**src/rtl/fill_pkg.sv**
```systemverilog
package fill_pkg;
  localparam int ADDR_W = 4;

  localparam logic [ADDR_W-1:0] A_COLOR   = 4'd0;
  localparam logic [ADDR_W-1:0] A_PLANES  = 4'd1;
  localparam logic [ADDR_W-1:0] A_PIXMASK = 4'd2;
  localparam logic [ADDR_W-1:0] A_CLIP_LO = 4'd4;  // +0 X, +1 Y
  localparam logic [ADDR_W-1:0] A_CLIP_HI = 4'd6;  // +0 X, +1 Y
  localparam logic [ADDR_W-1:0] A_RECT_Y  = 4'd8;
  localparam logic [ADDR_W-1:0] A_RECT_X  = 4'd9;
  localparam logic [ADDR_W-1:0] A_STATUS  = 4'd12;
  localparam logic [ADDR_W-1:0] A_DRAW    = 4'd13;

  localparam int BUSY_BIT     = 28;
  localparam int NOTREADY_BIT = 29;
  localparam int SIGN_BIT     = 31;

  typedef struct packed {
    logic take;  // load the walker from the hold slot, free the slot
    logic step;  // move the walker to the next pixel
  } ctrl_t;

  typedef enum logic {S_IDLE, S_RUN} state_t;
endpackage

```
**src/rtl/fill_datapath.sv**
```systemverilog
module fill_datapath
  import fill_pkg::*;
#(
  parameter int CW = 12,
  parameter int DW = 32
) (
  input  logic              clk,
  input  logic              rstN,
  input  logic              wrEn,
  input  logic [ADDR_W-1:0] wrAddr,
  input  logic [DW-1:0]     wrData,
  input  ctrl_t             ctrl,
  input  logic              pixValid,
  output logic              pendValid,
  output logic              jobEmpty,
  output logic              lastPix,
  output logic              curMaskOn,
  output logic [CW-1:0]     posX,
  output logic [CW-1:0]     posY,
  output logic [DW-1:0]     fgColor,
  output logic [DW-1:0]     planeMask
);
  localparam int MW = $clog2(DW);
  localparam int NAXIS = 2;  // 0 = X, 1 = Y

  logic [DW-1:0] pixMask;
  logic [CW-1:0] clipMin [NAXIS];
  logic [CW-1:0] clipMax [NAXIS];

  // corner latch
  logic          vtxSel;
  logic [CW-1:0] firstX, firstY, secondY;
  logic [CW-1:0] pendLo [NAXIS];
  logic [CW-1:0] pendHi [NAXIS];

  // clipped span per axis
  logic [CW-1:0] spanLo [NAXIS];
  logic [CW:0]   spanHi [NAXIS];
  logic [NAXIS-1:0] axisEmpty;

  // walker
  logic [CW-1:0] startX;
  logic [CW:0]   endX, endY;
  logic          rowEnd;

  logic rectWr;
  assign rectWr = wrEn && !pendValid;

  // configuration registers
  always_ff @(posedge clk) begin
    if (!rstN) begin
      fgColor   <= '0;
      planeMask <= '1;
      pixMask   <= '1;
      for (int a = 0; a < NAXIS; a++) begin
        clipMin[a] <= '0;
        clipMax[a] <= '1;
      end
    end else if (wrEn) begin
      if (wrAddr == A_COLOR)   fgColor   <= wrData;
      if (wrAddr == A_PLANES)  planeMask <= wrData;
      if (wrAddr == A_PIXMASK) pixMask   <= wrData;
      for (int a = 0; a < NAXIS; a++) begin
        if (wrAddr == A_CLIP_LO + ADDR_W'(a)) clipMin[a] <= wrData[CW-1:0];
        if (wrAddr == A_CLIP_HI + ADDR_W'(a)) clipMax[a] <= wrData[CW-1:0];
      end
    end
  end

  // corner latching and the hold slot
  always_ff @(posedge clk) begin
    if (!rstN) begin
      vtxSel    <= 1'b0;
      firstX    <= '0;
      firstY    <= '0;
      secondY   <= '0;
      pendValid <= 1'b0;
      for (int a = 0; a < NAXIS; a++) begin
        pendLo[a] <= '0;
        pendHi[a] <= '0;
      end
    end else begin
      if (ctrl.take) pendValid <= 1'b0;
      if (rectWr && wrAddr == A_RECT_Y) begin
        if (vtxSel) secondY <= wrData[CW-1:0];
        else        firstY  <= wrData[CW-1:0];
      end
      if (rectWr && wrAddr == A_RECT_X) begin
        if (vtxSel) begin
          pendLo[0] <= firstX;
          pendLo[1] <= firstY;
          pendHi[0] <= wrData[CW-1:0];
          pendHi[1] <= secondY;
          pendValid <= 1'b1;
          vtxSel    <= 1'b0;
        end else begin
          firstX <= wrData[CW-1:0];
          vtxSel <= 1'b1;
        end
      end
    end
  end

  // clip the held rectangle on each axis
  for (genvar a = 0; a < NAXIS; a++) begin : g_axis
    logic [CW:0] hiLimit;
    logic [CW:0] hiWide;
    assign hiLimit   = {1'b0, clipMax[a]} + (CW+1)'(1);
    assign hiWide    = {1'b0, pendHi[a]};
    assign spanLo[a] = (pendLo[a] > clipMin[a]) ? pendLo[a] : clipMin[a];
    assign spanHi[a] = (hiWide < hiLimit) ? hiWide : hiLimit;
    assign axisEmpty[a] = ({1'b0, spanLo[a]} >= spanHi[a]);
  end

  assign jobEmpty = |axisEmpty;

  // raster walker
  assign rowEnd  = (({1'b0, posX} + (CW+1)'(1)) == endX);
  assign lastPix = rowEnd && (({1'b0, posY} + (CW+1)'(1)) == endY);

  always_ff @(posedge clk) begin
    if (!rstN) begin
      posX   <= '0;
      posY   <= '0;
      startX <= '0;
      endX   <= '0;
      endY   <= '0;
    end else if (ctrl.take) begin
      posX   <= spanLo[0];
      posY   <= spanLo[1];
      startX <= spanLo[0];
      endX   <= spanHi[0];
      endY   <= spanHi[1];
    end else if (ctrl.step) begin
      if (rowEnd) begin
        posX <= startX;
        posY <= posY + CW'(1);
      end else begin
        posX <= posX + CW'(1);
      end
    end
  end

  assign curMaskOn = pixMask[posX[MW-1:0]];

  // R5 (clip registers are not rewritten during a fill)
  pix_in_clip_chk: assert property (@(posedge clk) disable iff (!rstN)
    pixValid |-> (posX >= clipMin[0] && posX <= clipMax[0] &&
                  posY >= clipMin[1] && posY <= clipMax[1]));


  mask_gate_chk: assert property (@(posedge clk) disable iff (!rstN)
    pixValid |-> pixMask[posX[MW-1:0]]);


  pend_hold_chk: assert property (@(posedge clk) disable iff (!rstN)
    (pendValid && !ctrl.take) |=> (pendValid && $stable(pendLo[0]) &&
      $stable(pendLo[1]) && $stable(pendHi[0]) && $stable(pendHi[1])));
endmodule

```
**src/rtl/fill_control.sv**
```systemverilog
module fill_control
  import fill_pkg::*;
(
  input  logic  clk,
  input  logic  rstN,
  input  logic  pendValid,
  input  logic  jobEmpty,
  input  logic  lastPix,
  input  logic  curMaskOn,
  input  logic  pixReady,
  output ctrl_t ctrl,
  output logic  pixValid,
  output logic  busy
);
  state_t state, stateNext;

  always_comb begin
    ctrl      = '0;
    pixValid  = 1'b0;
    stateNext = state;
    unique case (state)
      S_IDLE: begin
        if (pendValid) begin
          ctrl.take = 1'b1;
          if (!jobEmpty) stateNext = S_RUN;
        end
      end
      S_RUN: begin
        pixValid  = curMaskOn;
        ctrl.step = !curMaskOn || pixReady;
        if (ctrl.step && lastPix) stateNext = S_IDLE;
      end
      default: stateNext = S_IDLE;
    endcase
  end

  always_ff @(posedge clk) begin
    if (!rstN) state <= S_IDLE;
    else       state <= stateNext;
  end

  assign busy = (state == S_RUN) || pendValid;


  pend_take_chk: assert property (@(posedge clk) disable iff (!rstN)
    (state == S_IDLE && pendValid) |=> !pendValid);


  empty_idle_chk: assert property (@(posedge clk) disable iff (!rstN)
    (state == S_IDLE && pendValid && jobEmpty) |=> (state == S_IDLE && !pixValid));
endmodule

```
**src/rtl/rect_fill.sv**
```systemverilog
module rect_fill
  import fill_pkg::*;
#(
  parameter int CW = 12,
  parameter int DW = 32
) (
  input  logic              clk,
  input  logic              rstN,
  input  logic              wrEn,
  input  logic [ADDR_W-1:0] wrAddr,
  input  logic [DW-1:0]     wrData,
  input  logic [ADDR_W-1:0] rdAddr,
  output logic [DW-1:0]     rdData,
  output logic              pixValid,
  input  logic              pixReady,
  output logic [CW-1:0]     pixX,
  output logic [CW-1:0]     pixY,
  output logic [DW-1:0]     pixColor,
  output logic [DW-1:0]     pixPlanes
);
  ctrl_t ctrl;
  logic  pendValid, jobEmpty, lastPix, curMaskOn, busy;

  fill_datapath #(.CW(CW), .DW(DW)) u_dp (
    .clk(clk), .rstN(rstN), .wrEn(wrEn), .wrAddr(wrAddr), .wrData(wrData),
    .ctrl(ctrl), .pixValid(pixValid), .pendValid(pendValid),
    .jobEmpty(jobEmpty), .lastPix(lastPix), .curMaskOn(curMaskOn),
    .posX(pixX), .posY(pixY), .fgColor(pixColor), .planeMask(pixPlanes)
  );

  fill_control u_ctl (
    .clk(clk), .rstN(rstN), .pendValid(pendValid), .jobEmpty(jobEmpty),
    .lastPix(lastPix), .curMaskOn(curMaskOn), .pixReady(pixReady),
    .ctrl(ctrl), .pixValid(pixValid), .busy(busy)
  );

  always_comb begin
    rdData = '0;
    if (rdAddr == A_STATUS) rdData[BUSY_BIT] = busy;
    if (rdAddr == A_DRAW) begin
      rdData[SIGN_BIT]     = pendValid;
      rdData[NOTREADY_BIT] = pendValid;
    end
  end


  stall_hold_chk: assert property (@(posedge clk) disable iff (!rstN)
    (pixValid && !pixReady) |=> (pixValid && $stable(pixX) && $stable(pixY)));
endmodule

```
**config.mk**
```make
export PLATFORM = sky130hd
export DESIGN_NAME = rect_fill
export DESIGN_NICKNAME = d
export VERILOG_FILES = /design/src/rtl/fill_pkg.sv /design/src/rtl/fill_datapath.sv /design/src/rtl/fill_control.sv /design/src/rtl/rect_fill.sv
export SDC_FILE = /design/constraint.sdc
export NUM_CORES = 1
export LEC_CHECK = 0
export BUFFER_PORTS_ARGS = -buffer_cell sky130_fd_sc_hd__buf_2
export CORE_MARGIN = 2
export CORE_UTILIZATION = 50
export DETAILED_ROUTE_END_ITERATION = 16
export PLACE_DENSITY = 0.7
export SKIP_CTS_REPAIR_TIMING = 1
export SYNTH_ARGS = -nofsm -noshare
export SYNTH_HDL_FRONTEND = slang
export SYNTH_SLANG_ARGS = --single-unit
```
**constraint.sdc**
```tcl
create_clock -name clk -period 4.8 [get_ports clk]
set_input_delay 0.72 -clock clk [delete_from_list [all_inputs] [get_ports clk]]
set_output_delay 0.72 -clock clk [all_outputs]
set_load 0.05 [all_outputs]
```
# [Word-level counts from Yosys, hierarchy flattened]
# Memory sizes are Yosys's and may differ from the RTL's.
# Index checks and enable logic that the tools add are counted.
[word_totals] regBits=197 latchBits=0 mem_bits_rw=96 mem_bits_ro=0 out_inout_bits=121 mem_count=4
[mem_list] name="u_dp.clipMax" depth=2 width=12 rd=2 rd_ports_with_merged_regs=0 wr=2 line="fill_datapath.sv:28" rtl="logic [CW-1:0] clipMax [NAXIS];"
[mem_list] name="u_dp.clipMin" depth=2 width=12 rd=2 rd_ports_with_merged_regs=0 wr=2 line="fill_datapath.sv:27" rtl="logic [CW-1:0] clipMin [NAXIS];"
[mem_list] name="u_dp.pendHi" depth=2 width=12 rd=2 rd_ports_with_merged_regs=0 wr=2 line="fill_datapath.sv:34" rtl="logic [CW-1:0] pendHi [NAXIS];"
[mem_list] name="u_dp.pendLo" depth=2 width=12 rd=2 rd_ports_with_merged_regs=0 wr=2 line="fill_datapath.sv:33" rtl="logic [CW-1:0] pendLo [NAXIS];"
[op_classes] add_sub_neg=6 multipliers=0 div_mod_pow=0 magnitude_cmp=7 eq_ne=12 shifts=0 n_mux=55 bitwise=10 reduce_logical=20
[op_table] cell="two-way mux 12 bit" count=16
[op_table] cell="adder 12 x 1 -> 13 bit, second input constant" count=4
[op_table] cell="two-way mux 1 bit" count=35
[op_table] cell="== test 13 bit" count=2
[op_table] cell=">= comparator 12 x 13 -> 1 bit" count=2
[op_table] cell="less-than comparator 12 x 13 -> 1 bit" count=2
[op_table] cell="two-way mux 13 bit" count=2
[op_table] cell="adder 12 x 1 -> 12 bit, second input constant" count=2
[op_table] cell="> comparator 12 bit" count=2
[op_table] cell="== test 4 x 3 -> 1 bit, second input constant" count=4
[op_table] cell="== test 4 bit, second input constant" count=4
[op_table] cell="AND reduction 2 bit" count=7
[op_table] cell="OR 1 bit" count=8
[op_table] cell="less-than comparator 5 x 6 -> 1 bit, second input constant" count=1
[op_table] cell="binary-select mux 1 bit (select 5 bit)" count=1
[op_table] cell="logical AND 1 bit" count=5
[op_table] cell="== test 4 x 1 -> 1 bit, second input constant" count=1
[op_table] cell="== test 4 x 2 -> 1 bit, second input constant" count=1
[op_table] cell="zero test 4 bit" count=1
[op_table] cell="nonzero test 2 bit" count=2
[op_table] cell="zero test 1 bit" count=2
[op_table] cell="logical OR 1 bit" count=2
[op_table] cell="inverter 1 bit" count=2
[op_table] cell="one-hot mux 1 bit (2 select lines)" count=1
[op_table] cell="OR reduction 2 bit" count=1

# [Longest topological paths before layout]
# An unclocked memory read counts as a cell.
[depth] depth_word=9 ltp_mapped=24

# [Hierarchy]
# Synthesis repeated with hierarchy kept, for this count alone.
[hier_totals] cells_unflattened=1589 hier_area_um2=14875.5
[modules_own_cells] mod="fill_datapath" n_inst=1 cells_per_inst=1545 area_each_um2=14543.9
[modules_own_cells] mod="rect_fill" n_inst=1 cells_per_inst=35 area_each_um2=256.5
[modules_own_cells] mod="fill_control" n_inst=1 cells_per_inst=9 area_each_um2=75.1

# [Worst setup path before layout]
# Ideal clock, no wire load.
[synth_path] path_kind="register to register" startpoint="memory u_dp.clipMax[0][2]" endpoint="register u_ctl.state" setup_ns=0.074 t_arrival_ns=4.262 required_ns=4.726 path_slack_ns=0.464 path_stages_with_launch=21 n_path_buf=2 period_less_slack_ns=4.336 cell_sequence="edfxtp_1 -> nand3_1 -> nor2_1 -> nand4_1 -> nor2_1 -> nand2_1 -> xor2_1 -> ha_1 -> a21o_1 -> a211o_1 -> o31ai_1 -> clkbuf_1 -> clkbuf_1 -> a21oi_1 -> ha_1 -> a21o_1 -> a211oi_1 -> nor3_1 -> a211oi_1 -> o21ai_0 -> o21ai_0"
[synth_rtl] element="start: declaration" line="fill_datapath.sv:28"
[synth_rtl] element="end signal: assignment" line="fill_control.sv:39" rtl="else state <= stateNext;"
[synth_rtl] element="end: declaration" line="fill_control.sv:15" rtl="state_t state, stateNext;"

==> flow_metrics.env <==
export IMPL_io_pins=165
export IMPL_post_drt_wl_per_cell_um=18.2
export IMPL_synthArstFlopShare_pct=0
export IMPL_grt_use_met2_pct=36.4
export IMPL_synth_edff_count=96
export IMPL_dp_hpwl_um=26100
export IMPL_relSlewSlack_pct=18.1
export IMPL_vias=11800
export IMPL_syn_avg_cell_area_um2=9.28
export IMPL_crit_chain="nand3_1 > nor2_2 > nand4_1 > nor2_1 > nand2_1 > xor2_2 > ha_1 > a21o_1 > a211o_1 > o22ai_1 > a41oi_1 > o31ai_4 > buf_6 > mux2i_2 > ha_1 > a21o_1 > a21o_1 > a211oi_1 > nor3_1 > a211oi_1 > o21ai_0 > o21ai_0"
export IMPL_rows=62
export IMPL_path_class="register to register"
export IMPL_finClkSkew_ps=12.8
export IMPL_drc=0
export IMPL_crit_path_start="u_dp.clipMax[0][2]"
export IMPL_synthesis_area_um2=14700
export IMPL_critPathMaxStageDelay_ps=400
export IMPL_dieHeight_um=175
export IMPL_grt_max_degree=102
export IMPL_root_buffer="clkbuf_16"
export IMPL_reg2reg_from="u_dp.clipMax[0][2]"
export IMPL_finalMaxSlewViolations=0
export IMPL_antenna_found_initial=0
export IMPL_die_area_um2=30700
export IMPL_critPathRequiredTime_ps=5300
export IMPL_portBuffers=135
export IMPL_yosys_warnings=0
export IMPL_grt_pass1_vias=10700
export IMPL_crit_top_cell="a21o_1"
export IMPL_top_usage_layer="met2"
export IMPL_clk_latency_ps=570
export IMPL_tightestPinTransition_ps=1230
export IMPL_ys_ff_latch=293
export IMPL_mostFrequentLayoutCell="nand2_1"
export IMPL_finalSetupViolCount=0
export IMPL_diodes=0
export IMPL_crit_fanout=11
export IMPL_timing_setup_tns_ps=0
export IMPL_finalCriticalPeriod_ps=4540
export IMPL_die_w_um=175
export IMPL_drt_first_pass_iters=5
export IMPL_peakVddDrop_mv=0.293
export IMPL_ys_seq_area_share_pct=46.6
export IMPL_core_area_um2=28800
export IMPL_p_leak_nw=6.66
export IMPL_crit_path_end="u_ctl.state"
export IMPL_power_density_nw_per_um2=349
export IMPL_period_share_pct=94.5
export IMPL_vias_per_cell=5.69
export IMPL_worst_path_max_delay_cell="edfxtp_1"
export IMPL_dpl_cell_count=2011
export IMPL_grt_use_met1_pct=34.9
export IMPL_max_freq_mhz=220
export IMPL_worstSetupStartpointType="register"
export IMPL_ant_nets=0
export IMPL_ys_types=70
export IMPL_r2r_end="u_ctl.state"
export IMPL_worstPathArrival_ps=5040
export IMPL_stdcell_count=2068
export IMPL_path_clk_slew_ps=60
export IMPL_syn_inst=1580
export IMPL_synth_main_ff_cell="dfxtp_1"
export IMPL_grt_use_total_pct=23.9
export IMPL_use_met3_pct=4.03
export IMPL_cts_tree="yes"
export IMPL_r2r_slack_ps=260
export IMPL_maxCapViolCount=0
export IMPL_final_cell_mix="nand2_1, dfxtp_1, buf_2"
export IMPL_num_nets_final=1780
export IMPL_hp_class="input pin to register"
export IMPL_clkSinkCount=293
export IMPL_place_congestion=0.875
export IMPL_status="complete, no violations"
export IMPL_grt_pass1_wl_um=58600
export IMPL_cts_buffers=30
export IMPL_routed_wl_um=37600
export IMPL_hold_viol=0
export IMPL_reg2regPathDepth=22
export IMPL_drtIter0Drc=826
export IMPL_overflow=0
export IMPL_start_util_pct=50.9
export IMPL_drive_above_1_share_pct=15.3
export IMPL_h_tree_depth=1
export IMPL_clockBufferDepth=3
export IMPL_area_growth_pct=13.5
export IMPL_worst_setup_path_end_kind="register"
cell families after synthesis:
group	after synthesis	synth area share, %
AOI/OAI and AO/OA	250	10.9
xor gates and xnor gates	64	4.12
adders and majority gates	76	6.49
buffers and inverters	173	5.40
DFF	293	46.6
muxes	69	5.54
other	1	0.0256
and+or+nand+nor	654	21.0
stage by stage:
step / instance area, um^2 / total power, W / hold WS, ps / utilization [%] / setup slack [ps]
after floorplan: 14800 / 0.00310 / 431 / - / 464
after global placement: 15500 / 0.00324 / 439 / 53.8 / 262
after detailed placement: 15500 / 0.00326 / 446 / 53.8 / 135
after CTS: 16600 / 0.00584 / 364 / 57.7 / 119
after global routing: 16600 / 0.00600 / 387 / 57.8 / -10.7
final: 16600 / 0.00581 / 386 / 57.8 / 262
worst min path at each step:
stage | startpoint | end | cells past startpoint
after floorplan | u_dp.startX[2] | u_dp.startX[2] | 2
after global placement | u_dp.startX[2] | u_dp.startX[2] | 2
after detailed placement | u_dp.fgColor[30] | u_dp.fgColor[30] | 2
after CTS | wrData[12] | u_dp.planeMask[12] | 3
after global routing | wrData[21] | u_dp.pixMask[21] | 3
final | wrData[19] | u_dp.pixMask[19] | 3
Yosys cell counts, drive strengths merged, types with 2 or more instances:
master / number / area share, %
xor2: 28 / 1.7
nand2b: 8 / 0.34
nand2: 279 / 7.1
a211o: 4 / 0.24
nor2b: 6 / 0.26
xnor2: 33 / 2.0
or2: 4 / 0.17
nor4: 7 / 0.34
buf: 44 / 2.1
edfxtp: 96 / 20
a21boi: 2 / 0.18
a21o: 10 / 0.51
xnor3: 2 / 0.31
ha: 76 / 6.5
nand3: 105 / 3.6
mux2i: 44 / 3.0
nor3b: 2 / 0.10
mux4: 8 / 1.2
dfxtp: 197 / 27
nor3: 12 / 0.41
o21a: 12 / 0.61
o311ai: 21 / 1.3
clkbuf: 93 / 2.4
nor2: 92 / 2.4
and2: 61 / 2.6
a21oi: 87 / 3.0
o211ai: 13 / 0.67
o31ai: 5 / 0.26
inv: 36 / 0.92
o2111ai: 9 / 0.54
or4: 7 / 0.36
and4: 2 / 0.12
and3: 6 / 0.26
mux2: 17 / 1.3
nand4: 43 / 2.0
o21ai: 50 / 1.7
a211oi: 5 / 0.26
a31oi: 16 / 0.68
or3: 16 / 0.68
a32o: 2 / 0.14
per-layer routing:
metal,part of all wire [%],vias up
met5,0,-
met4,2.7,0
met1,46,5566
li1,-,5679
met2,44,456
met3,7.4,65
state kept, by name (all words and copies together), names as in the netlist:
signal and flops:
u_dp.posX 12, u_dp.planeMask 32, u_dp.endX 13, u_dp.endY 13, u_dp.startX 12, u_dp.pixMask 32
u_dp.pendHi 24, u_dp.clipMin 24, u_dp.firstY 12, u_dp.pendValid 1, u_dp.firstX 12, u_dp.posY 12
u_dp.fgColor 32, u_dp.pendLo 24, u_ctl.state 1, u_dp.clipMax 24, u_dp.vtxSel 1, u_dp.secondY 12
power breakdown:
group / switching, W / internal, W
clock network: 0.000993 / 0.00160
registers: 0.0000451 / 0.00262
logic: 0.000385 / 0.000169
total: 0.00142 / 0.00439
layout make-up:
class | instances | area, um^2
Clock buffer | 41 | 873
Sequential cell | 293 | 6830
Multi-Input combinational cell | 1142 | 7210
Tap cell | 384 | 480
Clock inverter | 15 | 258
Inverter | 36 | 135
Timing Repair Buffer | 157 | 845
Fill cell | 2494 | 12100
critical path, delay by kind of cell, from the launching register on:
family,cells,cell delay [ps]
AOI/OAI and AO/OA,11,2080
xor gates and xnor gates,1,170
adders and majority gates,2,570
buffers and inverters,1,200
DFF,1,400
muxes,1,240
and+or+nand+nor,6,820
(Power assumes the default switching activity.)
